===== config.mk =====
export PLATFORM = sky130hd
export DESIGN_NAME = mpuart_rx
export DESIGN_NICKNAME = d
export VERILOG_FILES = /design/src/rtl/mpuart_rx_pkg.sv /design/src/rtl/mpuart_rx_sync.sv /design/src/rtl/mpuart_rx_sampler.sv /design/src/rtl/mpuart_rx_ctrl.sv /design/src/rtl/mpuart_rx.sv
export SDC_FILE = /design/constraint.sdc
export NUM_CORES = 1
export LEC_CHECK = 0
export BUFFER_PORTS_ARGS = -buffer_cell sky130_fd_sc_hd__buf_2
export CAP_MARGIN = 20
export CORE_MARGIN = 5
export CORE_UTILIZATION = 35
export DETAILED_ROUTE_END_ITERATION = 8
export MAX_ROUTING_LAYER = met4
export PLACE_DENSITY = 0.57
export SETUP_SLACK_MARGIN = 0.02
export SYNTH_ARGS = -nofsm -noshare
export SYNTH_HDL_FRONTEND = slang
export SYNTH_SLANG_ARGS = --single-unit
export TNS_END_PERCENT = 5

===== constraint.sdc =====
create_clock -name clk -period 3.65 [get_ports clk]
set_input_delay 0.5475 -clock clk [delete_from_list [all_inputs] [get_ports clk]]
set_output_delay 0.5475 -clock clk [all_outputs]
set_load 0.005 [all_outputs]

===== src/rtl/mpuart_rx_pkg.sv =====
package mpuart_rx_pkg;
    typedef enum logic [2:0] {
        S_IDLE  = 3'd0,
        S_START = 3'd1,
        S_DATA  = 3'd2,
        S_NINTH = 3'd3,
        S_STOP  = 3'd4
    } rx_state_t;

    localparam logic [1:0] FMT_NONE  = 2'b00;
    localparam logic [1:0] FMT_8BIT  = 2'b01;
endpackage


===== src/rtl/mpuart_rx_sync.sv =====
module mpuart_rx_sync #(
    parameter int STAGES = 2
) (
    input  logic clk,
    input  logic rst_n,
    input  logic din,
    output logic dout
);
    logic [STAGES-1:0] chain;

    genvar g;
    generate
        for (g = 0; g < STAGES; g++) begin : g_stage
            always_ff @(posedge clk or negedge rst_n) begin
                if (!rst_n) begin
                    chain[g] <= 1'b1;
                end else if (g == 0) begin
                    chain[g] <= din;
                end else begin
                    chain[g] <= chain[(g == 0) ? 0 : g-1];
                end
            end
        end
    endgenerate

    assign dout = chain[STAGES-1];
endmodule


===== src/rtl/mpuart_rx_sampler.sv =====
module mpuart_rx_sampler #(
    parameter int OVS = 16
) (
    input  logic clk,
    input  logic rst_n,
    input  logic tick,
    input  logic line,
    input  logic restart,
    input  logic active,
    output logic bit_strobe,
    output logic bit_val
);
    localparam int CW   = $clog2(OVS);
    localparam int SMPA = OVS/2 - 1;
    localparam int SMPB = OVS/2;
    localparam int SMPC = OVS/2 + 1;

    logic [CW-1:0] phase;
    logic          vote_a;
    logic          vote_b;

    always_ff @(posedge clk or negedge rst_n) begin
        if (!rst_n) begin
            phase  <= '0;
            vote_a <= 1'b1;
            vote_b <= 1'b1;
        end else if (tick) begin
            if (restart) begin
                phase <= '0;
            end else if (active) begin
                phase <= phase + 1'b1;
                if (phase == CW'(SMPA)) vote_a <= line;
                if (phase == CW'(SMPB)) vote_b <= line;
            end
        end
    end

    assign bit_strobe = tick && active && !restart && (phase == CW'(SMPC));
    assign bit_val    = (vote_a & vote_b) | (vote_a & line) | (vote_b & line);

    // restart always realigns the phase counter to zero
    a_r1_phase_restart: assert property (@(posedge clk) disable iff (!rst_n)
        (tick && restart) |=> (phase == '0));
endmodule


===== src/rtl/mpuart_rx_ctrl.sv =====
module mpuart_rx_ctrl #(
    parameter int DW = 8
) (
    input  logic          clk,
    input  logic          rst_n,
    input  logic          tick,
    input  logic          line,
    input  logic [1:0]    mode_sel,
    input  logic          mp_filter_en,
    input  logic          rx_flag_clr,
    input  logic          fe_clr,
    input  logic          bit_strobe,
    input  logic          bit_val,
    output logic          restart,
    output logic          active,
    output logic [DW-1:0] rx_data,
    output logic          rx_bit9,
    output logic          rx_flag,
    output logic          fe_flag
);
    import mpuart_rx_pkg::*;

    localparam int BW = $clog2(DW);

    rx_state_t     state, state_nx;
    logic          line_prev;
    logic [BW-1:0] bidx;
    logic [DW-1:0] shreg;
    logic          ninth;
    logic          nine_fmt;
    logic          filt_bit;
    logic          accept;

    assign nine_fmt = mode_sel[1];
    assign restart  = (state == S_IDLE) && tick && line_prev && !line
                      && (mode_sel != FMT_NONE);
    assign active   = (state != S_IDLE);
    assign filt_bit = nine_fmt ? ninth : bit_val;
    assign accept   = !rx_flag && (!mp_filter_en || filt_bit);

    // state register
    always_ff @(posedge clk or negedge rst_n) begin
        if (!rst_n) state <= S_IDLE;
        else        state <= state_nx;
    end

    // next state
    always_comb begin
        state_nx = state;
        unique case (state)
            S_IDLE:  if (restart) state_nx = S_START;
            S_START: if (bit_strobe) state_nx = bit_val ? S_IDLE : S_DATA;
            S_DATA:  if (bit_strobe && (bidx == BW'(DW-1)))
                         state_nx = nine_fmt ? S_NINTH : S_STOP;
            S_NINTH: if (bit_strobe) state_nx = S_STOP;
            S_STOP:  if (bit_strobe) state_nx = S_IDLE;
        endcase
    end

    // datapath and outputs
    always_ff @(posedge clk or negedge rst_n) begin
        if (!rst_n) begin
            line_prev <= 1'b1;
            bidx      <= '0;
            shreg     <= '0;
            ninth     <= 1'b0;
            rx_data   <= '0;
            rx_bit9   <= 1'b0;
            rx_flag   <= 1'b0;
            fe_flag   <= 1'b0;
        end else begin
            if (rx_flag_clr) rx_flag <= 1'b0;
            if (fe_clr)      fe_flag <= 1'b0;
            unique case (state)
                S_IDLE: begin
                    if (tick) line_prev <= line;
                    bidx <= '0;
                end
                S_START: ;
                S_DATA: if (bit_strobe) begin
                    shreg <= {bit_val, shreg[DW-1:1]};
                    bidx  <= bidx + 1'b1;
                end
                S_NINTH: if (bit_strobe) ninth <= bit_val;
                S_STOP: if (bit_strobe) begin
                    line_prev <= line;
                    if (!bit_val) fe_flag <= 1'b1;
                    if (accept) begin
                        rx_data <= shreg;
                        rx_bit9 <= filt_bit;
                        rx_flag <= 1'b1;
                    end
                end
            endcase
        end
    end

    // a pending flag freezes the stored frame
    a_r5_hold_when_full: assert property (@(posedge clk) disable iff (!rst_n)
        rx_flag |=> ($stable(rx_data) && $stable(rx_bit9)));
    // flag rises only out of the stop state and stays until cleared
    a_r7_rise_at_stop: assert property (@(posedge clk) disable iff (!rst_n)
        $rose(rx_flag) |-> ($past(state) == S_STOP));
    a_r7_flag_sticky: assert property (@(posedge clk) disable iff (!rst_n)
        (rx_flag && !rx_flag_clr) |=> rx_flag);
    // framing error is sticky until cleared
    a_r9_fe_sticky: assert property (@(posedge clk) disable iff (!rst_n)
        (fe_flag && !fe_clr) |=> fe_flag);
    // format 00 keeps the receiver idle
    a_r8_none_idle: assert property (@(posedge clk) disable iff (!rst_n)
        ((state == S_IDLE) && (mode_sel == 2'b00)) |=> (state == S_IDLE));
endmodule


===== src/rtl/mpuart_rx.sv =====
module mpuart_rx #(
    parameter int OVS       = 16,
    parameter int SYNC_STGS = 2,
    parameter int DW        = 8
) (
    input  logic          clk,
    input  logic          rst_n,
    input  logic          tick16,
    input  logic          rxd,
    input  logic [1:0]    mode_sel,
    input  logic          mp_filter_en,
    input  logic          fe_show_sel,
    input  logic          rx_flag_clr,
    input  logic          fe_clr,
    output logic [DW-1:0] rx_data,
    output logic          rx_bit9,
    output logic          rx_flag,
    output logic          stat_bit
);
    logic line_s;
    logic restart;
    logic active;
    logic bit_strobe;
    logic bit_val;
    logic fe_flag;

    mpuart_rx_sync #(.STAGES(SYNC_STGS)) u_sync (
        .clk  (clk),
        .rst_n(rst_n),
        .din  (rxd),
        .dout (line_s)
    );

    mpuart_rx_sampler #(.OVS(OVS)) u_samp (
        .clk       (clk),
        .rst_n     (rst_n),
        .tick      (tick16),
        .line      (line_s),
        .restart   (restart),
        .active    (active),
        .bit_strobe(bit_strobe),
        .bit_val   (bit_val)
    );

    mpuart_rx_ctrl #(.DW(DW)) u_ctrl (
        .clk         (clk),
        .rst_n       (rst_n),
        .tick        (tick16),
        .line        (line_s),
        .mode_sel    (mode_sel),
        .mp_filter_en(mp_filter_en),
        .rx_flag_clr (rx_flag_clr),
        .fe_clr      (fe_clr),
        .bit_strobe  (bit_strobe),
        .bit_val     (bit_val),
        .restart     (restart),
        .active      (active),
        .rx_data     (rx_data),
        .rx_bit9     (rx_bit9),
        .rx_flag     (rx_flag),
        .fe_flag     (fe_flag)
    );

    assign stat_bit = fe_show_sel ? fe_flag : mode_sel[1];
endmodule


# Word level (Yosys, flattened, before mapping)
# Cells that the tools add are included.
# word_totals
reg_bits,35
inputBits,10
output_inout_bits,11
word_cells,91
# classes
add_sub_neg,2
eq_ne,15
muxes,25
n_bitwise,6
n_reduce_logical,29
# op_table
cell,count
3-bit two-way mux,7
3-bit case mux with 5 select lines,1
1-bit two-way mux,12
2-bit by 1-bit inequality test with 1-bit output (second input constant),5
1-bit logical AND,9
4-bit equality test (second input constant),2
4-bit two-way mux,2
2-bit AND reduction,4
4-bit AND reduction,2
2-bit nonzero test,4
3-bit by 2-bit equality test with 1-bit output (second input constant),2
3-bit equality test (second input constant),2
3-bit case mux with 2 select lines,1
3-bit AND reduction,2
5-bit AND reduction,1
4-bit by 1-bit adder with 4-bit output (second input constant),1
4-bit by 3-bit equality test with 1-bit output (second input constant),1
1-bit zero test,4
2-bit inequality test (second input constant),2
3-bit by 1-bit adder with 3-bit output (second input constant),1
1-bit AND,3
3-bit by 1-bit equality test with 1-bit output (second input constant),1
3-bit zero test,1
3-bit nonzero test,1
5 further kinds,6

# Logic depth before layout (Yosys ltp)
# Gate-level depths: netlist (run 1).
# logic_depth
ltp_word,11
ltp_mapped,9
ltp_nobuf,6

# By module
# From an unflattened synthesis (run 1), not the netlist that was laid out.
# hier_totals
hier_cells,129
area_unflattened_um2,1670.4
# modules_own_cells
module,n_inst,cells_per_inst,area_per_inst_um2,seq_area_each_um2
mpuart_rx_ctrl,1,91,1241.2,676.9
mpuart_rx_sampler,1,35,361.6,152.6
mpuart_rx_sync,1,2,52.6,52.6
mpuart_rx,1,1,15.0,0.0

# Worst setup path before layout (run 1)
# OpenSTA, ideal clock, no wires.
# synth_path
path_kind,input-to-reg
startpoint,in tick16
endpoint,reg u_ctrl.shreg[4]
setup_ns,0.125
arrival_time_ns,1.841
required_time_ns,3.525
path_slack_ns,1.683
stages,7
path_buffers,4
path_cell_list,buf_6 and4b_1 buf_4 or3b_1 buf_6 buf_8 mux2_4
# synth_between
elab_chain_cells,8
word_cells_on_any_way,9
cone_classes,9 x reduce/logical
# synth_rtl
item,line_no,source
start: declaration,mpuart_rx.sv:8,"input logic tick16,"
1-bit logical AND (3 in a row),mpuart_rx_ctrl.sv:35,assign restart = (state == S_IDLE) && tick && line_prev && !line
1-bit logical AND,mpuart_rx_ctrl.sv:36,&& (mode_sel != FMT_NONE);
1-bit zero test,mpuart_rx_sampler.sv:38,assign bit_strobe = tick && active && !restart && (phase == CW'(SMPC));
1-bit logical AND * (2 in a row),mpuart_rx_sampler.sv:38,
2-bit AND reduction (no line) *,-,
end signal: assignment,mpuart_rx_ctrl.sv:81,"shreg <= {bit_val, shreg[DW-1:1]};"
end: declaration,mpuart_rx_ctrl.sv:28,logic [DW-1:0] shreg;
# Mark *: on every way between the ends. The rest lies on a longest branch, timed or not.
# A chain may end at the register's enable or synchronous reset.

# Final worst setup path (run 1)
# layout_path
startpoint,reg u_samp.phase[1]
endpoint,reg u_ctrl.rx_data[3]
# layout_between
elab_chain_cells,3
# layout_rtl
item,line_no,source
start: declaration,mpuart_rx_sampler.sv:18,logic [CW-1:0] phase;
start signal: assignment,mpuart_rx_sampler.sv:31,phase <= phase + 1'b1;
4-bit equality test,mpuart_rx_sampler.sv:38,
1-bit logical AND,mpuart_rx_sampler.sv:38,
3-bit AND reduction (no line),-,
end signal: assignment,mpuart_rx_ctrl.sv:89,rx_data <= shreg;
end: declaration,mpuart_rx_ctrl.sv:16,"output logic [DW-1:0] rx_data,"
# No other way between the ends.

==> impl_metrics.env, run 1 <==
export IMPL_outcome="finished clean"
export IMPL_die_width_um=77.8
export IMPL_synth_edf_count=0
export IMPL_drt_iter0_markers=77
export IMPL_ios=21
export IMPL_cts_tree="built"
export IMPL_power_density_mw_per_mm2=564
export IMPL_avgSynthCellArea_sq_um=12.5
export IMPL_start_util_pct=36.5
export IMPL_worstPathMaxFanout=9
export IMPL_worstMarginPinSlew_ps=751
export IMPL_synth_distinct_cells=37
export IMPL_cts_resized=0
export IMPL_dr_total_vias=1009
export IMPL_clock_root_buffer="clkbuf_8"
export IMPL_rr_endpoint="u_ctrl.rx_data[3]"
export IMPL_yosysWarnings=0
export IMPL_grt_pass1_wl_um=4830
export IMPL_slew_headroom_pct=50.0
export IMPL_synth_ff_type="dfrtp_1"
export IMPL_critical_path_class="reg2reg"
export IMPL_tns_ps=0
export IMPL_cts_setup_buffers=0
export IMPL_postCtsHoldBufs=0
export IMPL_ys_ff_latch=35
export IMPL_final_cell_mix="30 x dfrtp_1, 20 x buf_2, 17 x mux2_2"
export IMPL_die_area_sq_mm=0.00605
export IMPL_cts_max_level=2
export IMPL_r2r_start="u_samp.phase[1]"
export IMPL_portBuffers=20
export IMPL_yosysSeqAreaShare_pct=54.8
export IMPL_fill_cells=418
export IMPL_drive_gt1_share_pct=35.3
export IMPL_grt_max_degree=36
export IMPL_fin_nets=165
export IMPL_place_gp_congestion=0.762
export IMPL_drc=0
export IMPL_synthArstFlopShare_pct=100
export IMPL_die_h_um=77.8
export IMPL_period_share_pct=59.7
export IMPL_rr_worst_depth=6
export IMPL_setup_viol=0
export IMPL_grt_remaining_overflow=0
export IMPL_clk_pin_slew_ps=70
export IMPL_rows=24
export IMPL_clk_latency_ps=280
export IMPL_register_area_sq_um=882
export IMPL_cp_arrival_ps=2340
export IMPL_syn_to_final_growth_pct=13.4
export IMPL_fmaxAchievable_ghz=0.459
export IMPL_grt_use_total_pct=10.5
export IMPL_rsz0062_at_grt="false"
export IMPL_clkSinkCount=35
export IMPL_antenna_found_initial=0
export IMPL_startpoint_type="flip-flop"
export IMPL_power_total_mw=1.03
export IMPL_finalHoldViolations=0
export IMPL_multi_input_area_sq_um=648
export IMPL_setup_worst_path_end_class="flip-flop"
export IMPL_synth_nets=144
export IMPL_vdd_drop_max_v=0.000220
export IMPL_cap_violations=0
export IMPL_wl_um=2800
export IMPL_ant_nets=0
export IMPL_grt_pass1_vias=1064
export IMPL_drt_first_pass_iters=4
export IMPL_r2r_setup_slack_ps=1470
export IMPL_min_path_type="in2async"
export IMPL_finClkSkew_ps=6.58
export IMPL_synth_area_sq_mm=0.00161
export IMPL_core_area_sq_mm=0.00441
export IMPL_via_per_inst=5.00
export IMPL_total_leakage_power_nw=0.908
export IMPL_final_common_cell="dfrtp_1"
export IMPL_cts_made_buffers=5
export IMPL_antenna_cells=0
export IMPL_clockBufferDepth=2
export IMPL_synth_cells=129
export IMPL_fin_crit_ps=2180
export IMPL_slew_viol_final=0
export IMPL_hpwlAfterDp_um=2000
export IMPL_post_drt_wl_per_cell_um=13.9
export IMPL_required_ps=3810
[synth_stat cells (all sizes together) (4+ instances only)]
master	number	area, sq um
nand3	6	30.0
o21ai	9	45.0
nor2	6	22.5
buf	4	45.0
ha	5	62.6
mux2	21	251
dfrtp	30	751
nand2	7	26.3
inv	7	26.3
dfstp	5	131
[worst max-delay path by stage]
stage                         start           endpoint
global route        u_samp.phase[1]  u_ctrl.rx_data[0]
CTS                 u_samp.phase[1]    u_ctrl.shreg[4]
detailed placement           tick16  u_ctrl.rx_data[3]
floorplan                    tick16    u_ctrl.shreg[4]
global placement             tick16    u_ctrl.shreg[5]
finish              u_samp.phase[1]  u_ctrl.rx_data[3]
[metal layers]
metal	part of all wire [%]	global-route usage, %	routed length (um)
met1	45	11.8	1250
met2	48	15.8	1360
met3	5.9	4.51	165
met4	1.0	5.15	29
met5	0	-	0
[metrics by stage]
| step | utilization, % | hold slack, ps | instances | cell area, sq um | setup slack (ps) |
|---|---|---|---|---|---|
| 2_1_floorplan | - | 252 | 129 | 1610 | 1680 |
| 3_3_place_gp | 39.0 | 346 | 195 | 1720 | 1450 |
| 3_5_place_dp | 39.0 | 347 | 195 | 1720 | 1390 |
| 4_1_cts | 41.3 | 351 | 202 | 1820 | 1470 |
| 5_1_grt | 41.3 | 349 | 202 | 1820 | 1370 |
| 6_report | 41.3 | 337 | 202 | 1820 | 1470 |
[worst max-delay path, stage by stage, from the launching register on]
cell and delay (ps):
dfrtp_1 410, inv_1 90, ha_1 170, and4b_1 360
nand4b_1 200, a21oi_2 440, mux2_2 390
[state kept, by name, indices dropped and copies added (netlist names), 3 cells and up]
signal and count:
u_ctrl.rx_data 8, u_ctrl.shreg 8, u_samp.phase 4, u_ctrl.bidx 3, u_ctrl.state 3
[kinds of logic after synthesis]
logic type | share of synthesized area [%]
buffers and inverters | 4.90
flip-flops | 54.8
AO/OA/AOI/OAI | 8.63
adder cells (fa/ha/maj) | 4.51
AND/OR/NAND/NOR | 10.9
multiplexers | 16.3
[where the power goes]
| group | internal [mW] | switching, mW |
|---|---|---|
| Sequential | 0.451 | 0.0528 |
| Clock | 0.200 | 0.126 |
| Combinational | 0.0934 | 0.106 |
| Total | 0.744 | 0.285 |
[cell type report]
cell class / count / area share [%]
sequential: 35 / 48.4
timing repair buffer: 20 / 5.49
multi-input combinational: 81 / 35.5
inverter: 7 / 1.44
clock buffer: 6 / 3.98
tap: 52 / 3.57
clock inverter: 1 / 1.65
Power figures use the tool's default switching activity.
==> run 2: changes to the inputs <==
--- a/config.mk
+++ b/config.mk
@@ -11,7 +11,7 @@
 export CORE_UTILIZATION = 35
 export DETAILED_ROUTE_END_ITERATION = 8
 export MAX_ROUTING_LAYER = met4
-export PLACE_DENSITY = 0.57
+export PLACE_DENSITY = 0.59
 export SETUP_SLACK_MARGIN = 0.02
 export SYNTH_ARGS = -nofsm -noshare
 export SYNTH_HDL_FRONTEND = slang
==> constraint.sdc (replaced) <==
create_clock -name clk -period 1.8 [get_ports clk]
set_input_delay 0.27 -clock clk [delete_from_list [all_inputs] [get_ports clk]]
set_output_delay 0.27 -clock clk [all_outputs]
set_load 0.005 [all_outputs]
==> run 2 against run 1 <==
- the flow now finishes with violations (negative setup slack)
- combinational power increased to 3.1 times the previous value
- die area unchanged
- worst hold slack worse by 290 ps
- critical path type unchanged
- wire length up 5.7%
- non-clock buffer count increased by 18
- largest cell class unchanged
- critical path depth is 1 higher
- register-to-register slack lost 1500 ps
==> impl_metrics.env, run 2 (synthesized netlist as in run 1, its figures left out) <==
export IMPL_outcome="complete, but fails checks"
export IMPL_violations="negative setup slack"
export IMPL_worstPathMaxFanout=4
export IMPL_finClkSkew_ps=9.36
export IMPL_placed_area_sq_mm=0.00183
export IMPL_post_drt_wl_per_cell_um=13.4
export IMPL_wl_um=2960
export IMPL_combPwrFrac_pct=26.5
export IMPL_hpwlAfterDp_um=2110
export IMPL_dr_total_vias=1100
export IMPL_cts_max_level=2
export IMPL_antenna_found_initial=0
export IMPL_setup_viol=7
export IMPL_slew_viol_final=0
export IMPL_drt_first_pass_iters=4
export IMPL_power_density_mw_per_mm2=1120
export IMPL_clock_root_buffer="clkbuf_8"
export IMPL_setup_ws_ps=-10.9
export IMPL_required_ps=1980
export IMPL_intPower_mw=1.64
export IMPL_ios=21
export IMPL_grt_use_total_pct=10.7
export IMPL_setup_worst_path_end_class="flip-flop"
export IMPL_clockBufferDepth=2
export IMPL_grt_pass1_vias=1067
export IMPL_fin_area_sq_mm=0.00205
export IMPL_startpoint_type="flip-flop"
export IMPL_finalHoldViolations=0
export IMPL_cts_made_buffers=5
export IMPL_drive_gt1_share_pct=44.4
export IMPL_path_cells="inv_2 -> ha_4 -> and4b_1 -> nand4b_1 -> a21oi_4 -> clkbuf_16 -> mux2_4"
export IMPL_core_area_sq_mm=0.00441
export IMPL_rows=24
export IMPL_drt_iter0_markers=52
export IMPL_total_leakage_power_nw=1.02
export IMPL_clkSinkCount=35
export IMPL_place_gp_congestion=0.762
export IMPL_grt_remaining_overflow=0
export IMPL_cap_violations=0
export IMPL_die_h_um=77.8
export IMPL_vdd_drop_max_v=0.000433
export IMPL_tns_ps=-35.2
export IMPL_drc=0
export IMPL_p_sw_share_pct=28.5
export IMPL_fill_cells=401
export IMPL_p_sw_mw=0.656
export IMPL_cts_tree="built"
export IMPL_min_path_type="in2async"
export IMPL_critPathSlowestCell="dfrtp_1"
export IMPL_grt_pass1_wl_um=5030
export IMPL_fmaxAchievable_ghz=0.552
export IMPL_power_total_mw=2.30
export IMPL_cpPeakStageDelay_ps=390
export IMPL_clk_latency_ps=290
export IMPL_reg_largest_list="u_ctrl.rx_data x8, u_ctrl.shreg x8, u_samp.phase x4"
export IMPL_critical_path_class="reg2reg"
export IMPL_clkPwrFrac_pct=30.2
export IMPL_period_share_pct=101
export IMPL_whs_ps=46.3
export IMPL_antenna_cells=0
export IMPL_syn_to_final_growth_pct=27.6
export IMPL_final_cell_mix="30 x dfrtp_1, 20 x buf_2, 15 x buf_4"
export IMPL_fin_nets=183
export IMPL_portBuffers=20
export IMPL_die_area_sq_mm=0.00605
export IMPL_cp_arrival_ps=1990
export IMPL_slew_headroom_pct=50.1
export IMPL_die_width_um=77.8
export IMPL_p_seq_share_pct=43.3
export IMPL_worstMarginPinSlew_ps=749
export IMPL_final_common_cell="dfrtp_1"
export IMPL_clk_pin_slew_ps=80
export IMPL_grt_max_degree=36
export IMPL_final_core_util_pct=46.5
export IMPL_rsz0062_at_grt="true"
export IMPL_start_util_pct=36.5
export IMPL_via_per_inst=4.98
export IMPL_fin_crit_ps=1810
export IMPL_ant_nets=0
[run 2: final timing paths]
check / start / end / slack, ps / cells past startpoint
max in group asynchronous: rst_n / u_ctrl.bidx[2] / 1280 / 1
hold / removal: rst_n / u_ctrl.shreg[5] / 50 / 1
hold reg to reg: u_sync.chain[0] / u_sync.dout / 360 / 0
min in group clk: rxd / u_sync.chain[0] / 80 / 1
setup / recovery: u_samp.phase[1] / u_ctrl.rx_data[2] / -10 / 7
setup reg to reg: u_samp.phase[1] / u_ctrl.rx_data[2] / -10 / 7
[run 2: worst max-delay path: cells and delay by family, from the launching register on]
kind / cells / cell delay (ps)
simple gates: 2 / 430
flops: 1 / 390
mux: 1 / 290
buf+inv: 2 / 260
compound gates: 1 / 220
fa+ha+maj: 1 / 120
[run 2: cell type report]
type | count | area (sq um) | share of cell area (%)
clock buffers | 5 | 68.8 | 3.35
clock inverters | 3 | 43.8 | 2.13
inverters | 7 | 26.3 | 1.28
multi-input cells | 81 | 698 | 34.0
flip-flops and latches | 35 | 882 | 43.0
well taps | 52 | 65.1 | 3.17
repair buffers | 38 | 269 | 13.1
[run 2: timing repair]
item                       in CTS  in global routing
setup endpoints to repair      16                 19
gates cloned                    0                  1
resized for setup               1                 12
hold buffers                    0                  0
pin swaps                       1                  2
setup buffers                   1                  3
[run 2: metal layers]
metal	part of all wire (%)	wire length, um	up-vias	track usage [%]
met3	6.3	188	4	4.51
met4	1.1	34	0	4.12
met1	46	1380	532	13.6
met5	0	0	-	-
met2	46	1360	32	15.0
li1	-	-	532	-
[run 2: per-stage QoR]
stage | setup WS, ps | instances
after global placement | 15.7 | 208
after CTS | -35.9 | 217
after global routing | -82.9 | 221
after detailed placement | -44.2 | 208
after floorplan | -124 | 129
final | -10.9 | 221
[run 2: power groups by stage]
stage / combinational [mW] / sequential, mW / clock (mW)
floorplan: 0.324 / 1.01 / 0
global placement: 0.540 / 0.995 / 0
detailed placement: 0.566 / 0.999 / 0
CTS: 0.566 / 0.988 / 0.715
global route: 0.682 / 1.01 / 0.762
finish: 0.610 / 0.995 / 0.694
==> run 3: changes to the inputs <==
--- a/config.mk
+++ b/config.mk
@@ -8,10 +8,10 @@
 export BUFFER_PORTS_ARGS = -buffer_cell sky130_fd_sc_hd__buf_2
 export CAP_MARGIN = 20
 export CORE_MARGIN = 5
-export CORE_UTILIZATION = 35
+export CORE_UTILIZATION = 43
 export DETAILED_ROUTE_END_ITERATION = 8
 export MAX_ROUTING_LAYER = met4
-export PLACE_DENSITY = 0.59
+export PLACE_DENSITY = 0.66
 export SETUP_SLACK_MARGIN = 0.02
 export SYNTH_ARGS = -nofsm -noshare
 export SYNTH_HDL_FRONTEND = slang
==> constraint.sdc (replaced) <==
create_clock -name clk -period 2.21 [get_ports clk]
set_input_delay 0.3315 -clock clk [delete_from_list [all_inputs] [get_ports clk]]
set_output_delay 0.3315 -clock clk [all_outputs]
set_load 0.005 [all_outputs]
==> run 3 against run 2 <==
- the run now ends clean
- worst hold slack improved by 66 ps
- non-clock buffer count shrank 14
- largest cell class unchanged
- cell count fell by 8.1%
- critical endpoint is now u_ctrl.shreg[7]
==> impl_metrics.env, run 3 (synthesized netlist as in run 1, its figures left out) <==
export IMPL_cts_setup_buffers=0
export IMPL_grt_pass1_wl_um=4680
export IMPL_die_h_um=71.2
export IMPL_cp_arrival_ps=2180
export IMPL_worstMarginPinSlew_ps=744
export IMPL_clockBufferDepth=2
export IMPL_dp_cells=195
export IMPL_syn_to_final_growth_pct=15.6
export IMPL_rr_endpoint="u_ctrl.shreg[7]"
export IMPL_fill_cells=342
export IMPL_via_per_inst=5.02
export IMPL_multi_input_area_sq_um=648
export IMPL_power_density_mw_per_mm2=938
export IMPL_antenna_cells=0
export IMPL_setup_ws_ps=196
export IMPL_clock_root_buffer="clkbuf_8"
export IMPL_setup_worst_path_end_class="flip-flop"
export IMPL_wl_um=2670
export IMPL_grtUsageMet2_pct=17.4
export IMPL_grt_use_total_pct=12.4
export IMPL_post_drt_wl_per_cell_um=13.2
export IMPL_r2r_start="u_samp.phase[1]"
export IMPL_combPwrFrac_pct=20.3
export IMPL_clkPwrFrac_pct=31.9
export IMPL_cts_made_buffers=5
export IMPL_rr_worst_depth=6
export IMPL_met3_usage_pct=3.98
export IMPL_fin_cells=203
export IMPL_p_sw_share_pct=28.2
export IMPL_portBuffers=20
export IMPL_final_cell_mix="30 x dfrtp_1, 20 x buf_2, 17 x mux2_2"
export IMPL_tns_ps=0
export IMPL_total_leakage_power_nw=0.934
export IMPL_min_path_type="in2async"
export IMPL_finClkSkew_ps=8.69
export IMPL_cts_tree="built"
export IMPL_clk_pin_slew_ps=70
export IMPL_cts_resized=0
export IMPL_start_util_pct=44.3
export IMPL_dr_total_vias=1019
export IMPL_required_ps=2380
export IMPL_fmaxAchievable_ghz=0.497
export IMPL_power_total_mw=1.74
export IMPL_antenna_found_initial=0
export IMPL_worstPathMaxFanout=14
export IMPL_critical_path_class="reg2reg"
export IMPL_finalHoldViolations=0
export IMPL_outcome="finished clean"
export IMPL_core_area_sq_mm=0.00363
export IMPL_r2r_setup_slack_ps=200
export IMPL_crit_path_end="u_ctrl.shreg[7]"
export IMPL_rows=22
export IMPL_startpoint_type="flip-flop"
export IMPL_grt_pass1_vias=1040
export IMPL_reg_largest_list="u_ctrl.rx_data x8, u_ctrl.shreg x8, u_samp.phase x4"
export IMPL_pre_cts_slack_ps=201
export IMPL_fin_crit_ps=2010
export IMPL_grt_remaining_overflow=0
export IMPL_ant_nets=0
export IMPL_register_area_sq_um=882
export IMPL_vdd_drop_max_v=0.000434
export IMPL_cap_violations=0
export IMPL_clkSinkCount=35
export IMPL_drt_first_pass_iters=4
export IMPL_use_met1_pct=15.2
export IMPL_intPower_mw=1.25
export IMPL_setup_viol=0
export IMPL_startpoint="u_samp.phase[1]"
export IMPL_ios=21
export IMPL_drt_iter0_markers=123
export IMPL_cts_max_level=2
export IMPL_top_usage_layer="met2"
export IMPL_die_width_um=71.2
export IMPL_final_common_cell="dfrtp_1"
export IMPL_rsz0062_at_grt="false"
export IMPL_drive_gt1_share_pct=38.1
export IMPL_slew_viol_final=0
export IMPL_drc=0
export IMPL_postCtsHoldBufs=0
export IMPL_clk_latency_ps=290
export IMPL_place_gp_congestion=0.835
export IMPL_fin_nets=169
export IMPL_p_sw_mw=0.492
export IMPL_hpwlAfterDp_um=1940
export IMPL_p_seq_share_pct=47.8
export IMPL_grt_max_degree=36
export IMPL_period_share_pct=91.1
export IMPL_die_area_sq_mm=0.00507
export IMPL_slew_headroom_pct=50.4
-- run 3: how the worst min path moves through the flow --
stage	slack (ps)	from	endpoint	depth (start not counted)
finish	110	rst_n	u_ctrl.fe_flag	1
global route	130	rxd	u_sync.chain[0]	1
CTS	130	rst_n	u_ctrl.ninth	1
detailed placement	350	u_sync.chain[0]	u_sync.dout	0
global placement	350	u_sync.chain[0]	u_sync.dout	0
floorplan	40	rst_n	u_ctrl.bidx[0]	0
-- run 3: area by class of cell --
| cell class | instances | share of cell area, % |
|---|---|---|
| Inverter | 7 | 1.41 |
| Sequential cell | 35 | 47.4 |
| Clock inverter | 3 | 2.36 |
| Timing Repair Buffer | 24 | 7.00 |
| Multi-Input combinational cell | 81 | 34.9 |
| Tap cell | 48 | 3.23 |
| Clock buffer | 5 | 3.70 |
-- run 3: metal layers --
metal | up-vias | share of wire (%)
met5 | - | 0
met4 | 0 | 2.8
li1 | 504 | -
met2 | 24 | 45
met3 | 7 | 5.7
met1 | 484 | 46
-- run 3: critical path: stages (launching register included) --
cell and delay [ps]:
dfrtp_1 410, inv_1 100, ha_1 160, and4b_1 350
or3b_1 370, buf_4 200, mux2_4 310
-- run 3: through the flow --
step | util [%] | hold slack, ps | instance area (sq um)
after floorplan | - | 35.9 | 1610
after global placement | 48.1 | 346 | 1750
after detailed placement | 48.1 | 347 | 1750
after CTS | 51.2 | 131 | 1860
after global routing | 51.2 | 133 | 1860
final | 51.2 | 112 | 1860
-- run 3: power by group through the flow --
stage                     clock [mW]  combinational [mW]  sequential (mW)
after CTS                      0.579               0.359            0.832
final                          0.556               0.354            0.835
after global routing           0.610               0.403            0.852
after global placement             0               0.338            0.836
after detailed placement           0               0.360            0.842
after floorplan                    0               0.262            0.819
